<file path="src/rtl/i2c_regs_pkg.sv">
package i2c_regs_pkg;
  typedef enum logic [2:0] {
    ST_IDLE,
    ST_ADDR,
    ST_SUB,
    ST_WDATA,
    ST_RDATA,
    ST_IGNORE
  } bus_state_e;
endpackage

</file>
<file path="src/rtl/i2c_line_sync.sv">
module i2c_line_sync (
  input  logic clk,
  input  logic rst,
  input  logic scl_i,
  input  logic sda_i,
  output logic scl_s,
  output logic sda_s,
  output logic scl_rise,
  output logic scl_fall,
  output logic start_det,
  output logic stop_det
);
  logic [1:0] scl_ff, sda_ff;
  logic       scl_d, sda_d;

  always_ff @(posedge clk) begin
    if (rst) begin
      scl_ff <= 2'b11;
      sda_ff <= 2'b11;
      scl_d  <= 1'b1;
      sda_d  <= 1'b1;
    end else begin
      scl_ff <= {scl_ff[0], scl_i};
      sda_ff <= {sda_ff[0], sda_i};
      scl_d  <= scl_ff[1];
      sda_d  <= sda_ff[1];
    end
  end

  assign scl_s     = scl_ff[1];
  assign sda_s     = sda_ff[1];
  assign scl_rise  = scl_ff[1] & ~scl_d;
  assign scl_fall  = ~scl_ff[1] & scl_d;
  // data edges count only while SCL stays high across both samples
  assign start_det = scl_ff[1] & scl_d & sda_d & ~sda_ff[1];
  assign stop_det  = scl_ff[1] & scl_d & ~sda_d & sda_ff[1];
endmodule

</file>
<file path="src/rtl/i2c_regbank.sv">
module i2c_regbank #(
  parameter int AW = 7,
  parameter int DW = 8
) (
  input  logic          clk,
  input  logic          a_we,
  input  logic [AW-1:0] a_waddr,
  input  logic [DW-1:0] a_wdata,
  input  logic [AW-1:0] a_raddr,
  output logic [DW-1:0] a_rdata,
  input  logic          b_we,
  input  logic [AW-1:0] b_addr,
  input  logic [DW-1:0] b_wdata,
  output logic [DW-1:0] b_rdata
);
  localparam int DEPTH = 1 << AW;
  logic [DW-1:0] mem [DEPTH];

  always_ff @(posedge clk) begin
    if (b_we) mem[b_addr] <= b_wdata;
    if (a_we) mem[a_waddr] <= a_wdata;   // bus write wins on a collision
    a_rdata <= mem[a_raddr];
    b_rdata <= mem[b_addr];
  end
endmodule

</file>
<file path="src/rtl/i2c_tgt_fsm.sv">
module i2c_tgt_fsm
  import i2c_regs_pkg::*;
#(
  parameter int           AW       = 7,
  parameter int           DW       = 8,
  parameter logic [6:0]   DEV_ADDR = 7'h1D
) (
  input  logic          clk,
  input  logic          rst,
  input  logic          scl_s,
  input  logic          sda_s,
  input  logic          scl_rise,
  input  logic          scl_fall,
  input  logic          start_det,
  input  logic          stop_det,
  input  logic [DW-1:0] mem_rdata,
  output logic [AW-1:0] mem_raddr,
  output logic          mem_we,
  output logic [AW-1:0] mem_waddr,
  output logic [DW-1:0] mem_wdata,
  output logic          sda_oe
);
  localparam int CW = $clog2(DW + 1);
  localparam logic [CW-1:0] LAST = CW'(DW);
  localparam int IW = $clog2(DW);

  bus_state_e    state;
  logic [CW-1:0] cnt;
  logic          in_ack;
  logic [DW-1:0] sreg, tx;
  logic [AW-1:0] ptr;
  logic          auto_inc, rw, mack;

  assign mem_raddr = ptr;

  always_ff @(posedge clk) begin
    if (rst) begin
      state    <= ST_IDLE;
      cnt      <= '0;
      in_ack   <= 1'b0;
      sreg     <= '0;
      tx       <= '0;
      ptr      <= '0;
      auto_inc <= 1'b0;
      rw       <= 1'b0;
      mack     <= 1'b0;
      sda_oe   <= 1'b0;
      mem_we   <= 1'b0;
      mem_waddr <= '0;
      mem_wdata <= '0;
    end else begin
      mem_we <= 1'b0;
      if (start_det) begin
        state  <= ST_ADDR;
        cnt    <= '0;
        in_ack <= 1'b0;
        sda_oe <= 1'b0;
      end else if (stop_det) begin
        state  <= ST_IDLE;
        cnt    <= '0;
        in_ack <= 1'b0;
        sda_oe <= 1'b0;
      end else if (state != ST_IDLE && state != ST_IGNORE) begin
        if (scl_rise) begin
          if (cnt != LAST) begin
            sreg <= {sreg[DW-2:0], sda_s};
            cnt  <= cnt + 1'b1;
          end else if (in_ack) begin
            mack <= ~sda_s;
          end
        end else if (scl_fall) begin
          if (cnt != LAST) begin
            if (state == ST_RDATA && cnt != '0)
              sda_oe <= ~tx[IW'(LAST - 1'b1 - cnt)];
          end else if (!in_ack) begin
            // eighth bit done: decide the acknowledge
            in_ack <= 1'b1;
            case (state)
              ST_ADDR: begin
                if (sreg[DW-1:1] == DEV_ADDR) begin
                  sda_oe <= 1'b1;
                  rw     <= sreg[0];
                end else begin
                  state <= ST_IGNORE;
                end
              end
              ST_SUB: begin
                ptr      <= sreg[AW-1:0];
                auto_inc <= sreg[DW-1];
                sda_oe   <= 1'b1;
              end
              ST_WDATA: begin
                mem_we    <= 1'b1;
                mem_waddr <= ptr;
                mem_wdata <= sreg;
                sda_oe    <= 1'b1;
                if (auto_inc) ptr <= ptr + 1'b1;
              end
              ST_RDATA: begin
                sda_oe <= 1'b0;
                if (auto_inc) ptr <= ptr + 1'b1;
              end
              default: ;
            endcase
          end else begin
            // ninth clock done: start the next byte
            in_ack <= 1'b0;
            cnt    <= '0;
            case (state)
              ST_ADDR: begin
                if (rw) begin
                  state  <= ST_RDATA;
                  tx     <= mem_rdata;
                  sda_oe <= ~mem_rdata[DW-1];
                end else begin
                  state  <= ST_SUB;
                  sda_oe <= 1'b0;
                end
              end
              ST_SUB: begin
                state  <= ST_WDATA;
                sda_oe <= 1'b0;
              end
              ST_WDATA: sda_oe <= 1'b0;
              ST_RDATA: begin
                if (mack) begin
                  tx     <= mem_rdata;
                  sda_oe <= ~mem_rdata[DW-1];
                end else begin
                  state  <= ST_IGNORE;
                  sda_oe <= 1'b0;
                end
              end
              default: sda_oe <= 1'b0;
            endcase
          end
        end
      end
    end
  end

  assert_oe_scl_low_R10: assert property (@(posedge clk) disable iff (rst)
    !$stable(sda_oe) |-> $past(!scl_s));
  assert_quiet_when_idle_R1: assert property (@(posedge clk) disable iff (rst)
    (state == ST_IDLE || state == ST_IGNORE) |-> !sda_oe);
  assert_write_acked_R4: assert property (@(posedge clk) disable iff (rst)
    mem_we |-> sda_oe);
  assert_start_to_addr_R12: assert property (@(posedge clk) disable iff (rst)
    start_det |=> (state == ST_ADDR && !sda_oe));
  assert_stop_to_idle_R9: assert property (@(posedge clk) disable iff (rst)
    (stop_det && !start_det) |=> state == ST_IDLE);
endmodule

</file>
<file path="src/rtl/i2c_reg_slave.sv">
module i2c_reg_slave #(
  parameter int         AW       = 7,
  parameter int         DW       = 8,
  parameter logic [6:0] DEV_ADDR = 7'h1D
) (
  input  logic          clk,
  input  logic          rst,
  input  logic          scl_i,
  input  logic          sda_i,
  output logic          sda_oe,
  input  logic          loc_we,
  input  logic [AW-1:0] loc_addr,
  input  logic [DW-1:0] loc_wdata,
  output logic [DW-1:0] loc_rdata
);
  logic          scl_s, sda_s, scl_rise, scl_fall, start_det, stop_det;
  logic          mem_we;
  logic [AW-1:0] mem_waddr, mem_raddr;
  logic [DW-1:0] mem_wdata, mem_rdata;

  i2c_line_sync u_sync (
    .clk(clk), .rst(rst), .scl_i(scl_i), .sda_i(sda_i),
    .scl_s(scl_s), .sda_s(sda_s), .scl_rise(scl_rise), .scl_fall(scl_fall),
    .start_det(start_det), .stop_det(stop_det)
  );

  i2c_tgt_fsm #(.AW(AW), .DW(DW), .DEV_ADDR(DEV_ADDR)) u_fsm (
    .clk(clk), .rst(rst), .scl_s(scl_s), .sda_s(sda_s),
    .scl_rise(scl_rise), .scl_fall(scl_fall),
    .start_det(start_det), .stop_det(stop_det),
    .mem_rdata(mem_rdata), .mem_raddr(mem_raddr),
    .mem_we(mem_we), .mem_waddr(mem_waddr), .mem_wdata(mem_wdata),
    .sda_oe(sda_oe)
  );

  i2c_regbank #(.AW(AW), .DW(DW)) u_bank (
    .clk(clk),
    .a_we(mem_we), .a_waddr(mem_waddr), .a_wdata(mem_wdata),
    .a_raddr(mem_raddr), .a_rdata(mem_rdata),
    .b_we(loc_we), .b_addr(loc_addr), .b_wdata(loc_wdata), .b_rdata(loc_rdata)
  );
endmodule

</file>
<file path="config.mk">
export PLATFORM = sky130hd
export DESIGN_NAME = i2c_reg_slave
export DESIGN_NICKNAME = d
export VERILOG_FILES = /design/src/rtl/i2c_regs_pkg.sv /design/src/rtl/i2c_line_sync.sv /design/src/rtl/i2c_regbank.sv /design/src/rtl/i2c_tgt_fsm.sv /design/src/rtl/i2c_reg_slave.sv
export SDC_FILE = /design/constraint.sdc
export NUM_CORES = 2
export LEC_CHECK = 0
export BUFFER_PORTS_ARGS = -buffer_cell sky130_fd_sc_hd__buf_2
export CAP_MARGIN = 20
export CORE_UTILIZATION = 33
export DETAILED_ROUTE_END_ITERATION = 8
export GPL_ROUTABILITY_DRIVEN = 1
export SLEW_MARGIN = 20
export SYNTH_ARGS = -nofsm -noshare
export SYNTH_HDL_FRONTEND = slang
export SYNTH_SLANG_ARGS = --single-unit
</file>
<file path="constraint.sdc">
create_clock -name clk -period 3.7 [get_ports clk]
set_clock_uncertainty 0.15 [all_clocks]
set_input_delay 0.925 -clock clk [delete_from_list [all_inputs] [get_ports clk]]
set_output_delay 0.925 -clock clk [all_outputs]
set_load 0.02 [all_outputs]
</file>
---- After elaboration in Yosys (flattened, before gate mapping) ----
Memories as Yosys holds them, arrays and structs flattened. A register that Yosys moved wholly into a read port is not among the register bits.
Index checks and enable logic that the tools add are counted.
word-level totals
  register bits after elaboration ......... 57
  latch bits .............................. 0
  RAM bits ................................ 1024
  bits in read-only memories .............. 0
  input port bits ......................... 20
  output and inout port bits .............. 9
  logic and storage cells ................. 132
  memories kept ........................... 1
memories
  memory      depth  bits a word  read ports  clocked after memory_dff  write ports  line               RTL
  u_bank.mem  128    8            2           2                         2            i2c_regbank.sv:17  logic [DW-1:0] mem [DEPTH];
cells by class
  $add $sub $neg .......................... 3
  multipliers ............................. 0
  div/mod/pow operators ................... 0
  $lt $le $gt $ge ......................... 1
  eq/ne operators ......................... 20
  shift operators ......................... 0
  mux-type cells .......................... 38
  bitwise operators ....................... 20
  reduce and logical (&&, ||, !) cells .... 31
operator list
  kind                   count
  $reduce_and A8 Y1      4
  $mux W4                5
  $mux W1                19
  $reduce_and A9 Y1      2
  $mux W8                2
  $pmux W8 S2            1
  $mux W3                5
  $pmux W7 S2            1
  $not A1 Y1             13
  $reduce_and A6 Y1      2
  $reduce_bool A3 Y1     4
  $ne A2 B1 Y1 const B   5
  $reduce_and A10 Y1     1
  $reduce_and A5 Y1      2
  $reduce_bool A2 Y1     5
  $reduce_bool A5 Y1     2
  $ne A3 B3 Y1 const B   3
  $pmux W3 S3            1
  $reduce_bool A4 Y1     2
  $reduce_or A8 Y1       1
  $add A7 B1 Y7 const B  1
  $and A1 B1 Y1          7
  $eq A7 B5 Y1 const B   1
  $mux W7                1
  19 further kinds       23

---- Longest topological paths before layout ----
  depth in word-level cells ............... 10
  depth in mapped cells ................... 11
  mapped depth without buffers ............ 9

---- Hierarchy ----
From an unflattened synthesis, not the netlist that was laid out.
second synthesis, totals
  cell total of the unflattened synthesis .. 4453
  area total of the unflattened synthesis .. 64585.7 µm²
by module, submodules not included
  module         instances  cells each  area an instance (µm²)  seq. area each (µm²)
  i2c_regbank    1          4177        61885.6                 31069.8
  i2c_tgt_fsm    1          260         2509.9                  1021.0
  i2c_line_sync  1          16          190.2                   120.1

---- Worst setup path before layout ----
OpenSTA, ideal clock, no wires.
  kind .................................... in2reg
  start ................................... in loc_addr[2]
  end ..................................... mem u_bank.mem[97][0] (enable)
  arrival ................................. 2.969 ns
  required time ........................... 3.166 ns
  path slack .............................. 0.197 ns
  stages .................................. 8
  buffers on the path ..................... 5
  path through ............................ buf_1 buf_2 buf_2 nor2_1 clkbuf_1 nand2_1 clkbuf_1 o21ai_0
RTL lines
  item                line                 RTL
  start: declaration  i2c_reg_slave.sv:12  input logic [AW-1:0] loc_addr,
  end: declaration    i2c_regbank.sv:17

==> Implementation_results.wiki <==
{| class="wikitable"
! Metric !! Value
|-
| Result of the run || finished with violations
|-
| Violations in the final reports || setup timing
|-
| First-pass GRT wire length || 397.4 mm
|-
| Number of global-route vias before repair || 48.33k
|-
| Switching component of the power || 7197 µW
|-
| Data arrival at the endpoint of the critical path || 4.39 ns
|-
| Routed wirelength normalized by instance count || 37.18 µm
|-
| First DRT Iteration DRCs || 8415
|-
| Most used DFF post-synth || sky130_fd_sc_hd__edfxtp_1
|-
| Share of total power in combinational logic || 8.3%
|-
| Max-cap violations || 0
|-
| Class of the most critical setup path || reg2reg
|-
| Number of flops mapped to enable cells by yosys || 1024
|-
| Routing usage on met2 || 41.86%
|-
| Kind of end point of the critical path || flip-flop
|-
| Mapped Avg Cell Area || 13.63 µm²
|-
| Starting density of the core || 33.22%
|-
| Estimated wirelength of the detail-placed design || 197.7 mm
|-
| Area Growth Syn to Fin || 17.81%
|-
| Critical-path maximum fanout || 19
|-
| VDD IR max || 428.9 µV
|-
| Nature of the critical path startpoint || flip-flop
|-
| Number of nets in the layout || 5056
|-
| Total of warnings raised by yosys || 0
|-
| Std cell rows || 162
|-
| Most area-consuming cells after synthesis || sky130_fd_sc_hd__edfxtp_1 48%, sky130_fd_sc_hd__mux2_2 17%, sky130_fd_sc_hd__mux4_2 9.1%
|-
| Static Leakage || 0.02489 µW
|-
| Clock Sink Count || 1097
|-
| Remaining routing DRC violations || 0
|-
| Required arrival time at the worst endpoint || 4.27 ns
|-
| Maximum clock path buffer count || 3
|-
| Longest individual stage delay on the worst path || 0.89 ns
|-
| Final instance area || 76230 µm²
|-
| Clock slew at the register clock pins of the worst setup and hold paths || 0.06 ns
|-
| Post-Synthesis Cells || 4746
|-
| Num CTS Buffers || 131
|-
| I/O pins || 29
|-
| Vias per std cell || 6.530
|-
| Clock latency of the later-clocked register in the worst-skew pair || 0.82 ns
|-
| All-layer global routing usage || 28.41%
|-
| Worst path setup slack after routing || -0.1173 ns
|-
| Cts repair resizes || 0
|-
| Post-CTS setup buffers || 0
|-
| Pin count of the biggest net entering global routing || 130
|-
| Total iterations of the first detailed-routing run || 7
|-
| Count of cell types in the netlist || 86
|-
| Asr flop ratio synth || 0%
|-
| Maximum clock rate || 262.0 MHz
|-
| Global route total overflow || 0
|-
| Final Max Tran Viols || 0
|-
| Commonest non-fill, non-tap cell in the layout || sky130_fd_sc_hd__edfxtp_1
|-
| Area of the die || 197900 µm²
|-
| Clk root buf || sky130_fd_sc_hd__clkbuf_16
|-
| Worst hold path class || in2reg
|-
| Count of state elements after synthesis || 1097
|-
| Commonest cells after routing, fill and taps aside || 1024 x sky130_fd_sc_hd__edfxtp_1, 965 x sky130_fd_sc_hd__mux2_2, 587 x sky130_fd_sc_hd__buf_4
|-
| Dpl cell area || 71950 µm²
|-
| Post-synthesis instance area || 64710 µm²
|-
| M3 GR Usage || 8.191%
|-
| GRT Max-Usage Layer || met2
|-
| H-tree depth reported by CTS || 4
|-
| Number of nets produced by synthesis || 4772
|-
| Fraction of met1 tracks used by global routing || 37.52%
|-
| Final critical path time including I/O delays and setup || 3.817 ns
|-
| Final period util || 103.2%
|-
| Initial antenna violation count || 27
|-
| Setup repair after global routing missed its margin || no
|-
| Total internal power || 22120 µW
|-
| Final hold violations || 0
|-
| Final setup violation count || 1
|-
| Die height || 444.8 µm
|-
| Share of total power in the clock network || 45.1%
|-
| Share of power burned in registers || 46.5%
|-
| Die Span X || 444.8 µm
|-
| Buffers on Ports || 28
|-
| Proportion of synthesized chip area in sequential cells || 49.78%
|-
| Total of fill cells in the finished design || 18.31k
|-
| Area share of the leading cell type in the synthesized netlist || 47.52%
|-
| Cell type with the highest aggregate area in the netlist || sky130_fd_sc_hd__edfxtp_1
|-
| Highest-delay cell along the critical path || sky130_fd_sc_hd__a221oi_1
|-
| Share of final-layout standard cells stronger than drive strength 1 || 42.16%
|-
| Worst-margin pin slew || 1.243 ns
|-
| Relative max-transition margin || 16.85%
|-
| Share of total power consumed by net switching || 24.55%
|-
| Power density cells || 384.5 nW/µm²
|-
| Total power of the final layout || 29310 µW
|-
| Antenna viol nets, final || 0
|-
| Wire length after detailed routing || 288.9 mm
|-
| Worst-path cell chain || and2_1 > nand2b_1 > buf_4 > o221ai_1 > a21oi_1 > a221oi_1 > a221oi_1 > a31oi_1 > buf_4
|-
| Routability Congestion || 1.034
|-
| Total via count after detailed routing || 50.74k
|-
| Core ar. || 194800 µm²
|-
| TritonCTS clock tree || yes
|}
-- power by group through the flow --
stage	Clock (µW)	Sequential, µW	Combinational (µW)
floorplan	0	13900	1270
global placement	0	13900	2290
detailed placement	0	13900	2320
CTS	13300	13600	2330
global route	13700	13600	2460
finish	13200	13600	2440
-- stage by stage --
step	hold slack [ns]	instances	setup slack (ns)	setup TNS, ns	util (%)
6_report	0.1746	7770	-0.1173	-0.1173	39.13
4_1_cts	0.1245	7758	0.1224	0	39.12
5_1_grt	0.1685	7759	0.0008069	0	39.12
2_1_floorplan	0.2395	4746	0.1965	0	-
3_5_place_dp	0.2545	7522	-0.2304	-0.5866	36.94
3_3_place_gp	0.2546	7522	-0.2299	-0.6260	36.93
-- state kept, by name, indices dropped and copies added, names as in the netlist, 2 cells and up --
signal	cells
u_bank.mem	1024
u_bank.a_rdata	8
u_bank.b_rdata	8
u_fsm.mem_wdata	8
u_fsm.sreg	8
u_fsm.tx	8
u_fsm.mem_raddr	7
u_fsm.mem_waddr	7
u_fsm.cnt	4
u_fsm.state	3
u_sync.scl_ff	2
u_sync.sda_ff	2
-- cell families after synthesis --
| kind of cell | Yosys count | share of synthesized area, % |
|---|---|---|
| xor+xnor | 7 | 0.09475 |
| compound gates | 840 | 9.286 |
| fa+ha+maj | 6 | 0.1160 |
| simple gates | 564 | 3.939 |
| buf+inv | 544 | 3.428 |
| flops | 1097 | 49.78 |
| mux | 1688 | 33.36 |
-- cell usage after synthesis (all sizes together), types with 5 or more instances --
library cell / count
nor2: 195
mux2: 1126
inv: 16
o221a: 5
o32ai: 8
a31oi: 19
mux4: 262
nor4: 11
a21oi: 125
edfxtp: 1024
a211oi: 34
o221ai: 33
a21boi: 5
o22ai: 78
a2111oi: 6
nand4: 14
a311oi: 7
ha: 6
o21ai: 144
buf: 134
nor3: 27
a221o: 22
o311ai: 5
nand2b: 13
and2: 8
a22oi: 69
a221oi: 182
a211o: 11
o21bai: 13
nor2b: 34
a22o: 23
o211ai: 13
dfxtp: 73
a222oi: 5
nand3: 28
nand2: 204
o22a: 14
or2: 15
mux2i: 300
clkbuf: 391
-- timing repair --
action / 4_1_cts / 5_1_grt
hold buffers: 0 / 0
endpoints found under the hold margin: 0 / 0
setup endpoints to repair: 0 / 1
-- worst max-delay path, delay by kind of cell, from the launching register on --
kind	cells	cell delay, ns
AOI/OAI and AO/OA	5	1.77
buffers and inverters	2	0.45
DFF	1	0.65
and+or+nand+nor	2	0.72
-- per-layer routing --
metal / routed length (µm) / vias up / part of all wire, %
met5: 279 / - / 0.097
met4: 17950 / 25 / 6.2
met3: 36580 / 853 / 13
met2: 124400 / 4098 / 43
met1: 109600 / 26080 / 38
li1: - / 19690 / -
-- path summary, 6_finish.rpt --
path	start	end	slack, ns	cells past startpoint
max	u_fsm.mem_raddr[2]	u_bank.a_rdata[1]	-0.12	9
min	scl_i	u_sync.scl_ff[0]	0.17	2
max reg2reg	u_fsm.mem_raddr[2]	u_bank.a_rdata[1]	-0.12	9
min reg2reg	u_sync.sda_ff[0]	u_sync.sda_ff[1]	0.27	1
-- area by class of cell --
type	instances	area [µm²]	area share [%]
inverter	17	66.31	0.08700
timing repair buffer	678	5954	7.811
tap	2624	3283	4.307
multi-input combinational	3105	30380	39.86
clock buffer	161	3517	4.614
antenna	13	32.53	0.04268
sequential	1097	32250	42.31
clock inverter	75	737.0	0.9668
(Power assumes the default switching activity.)
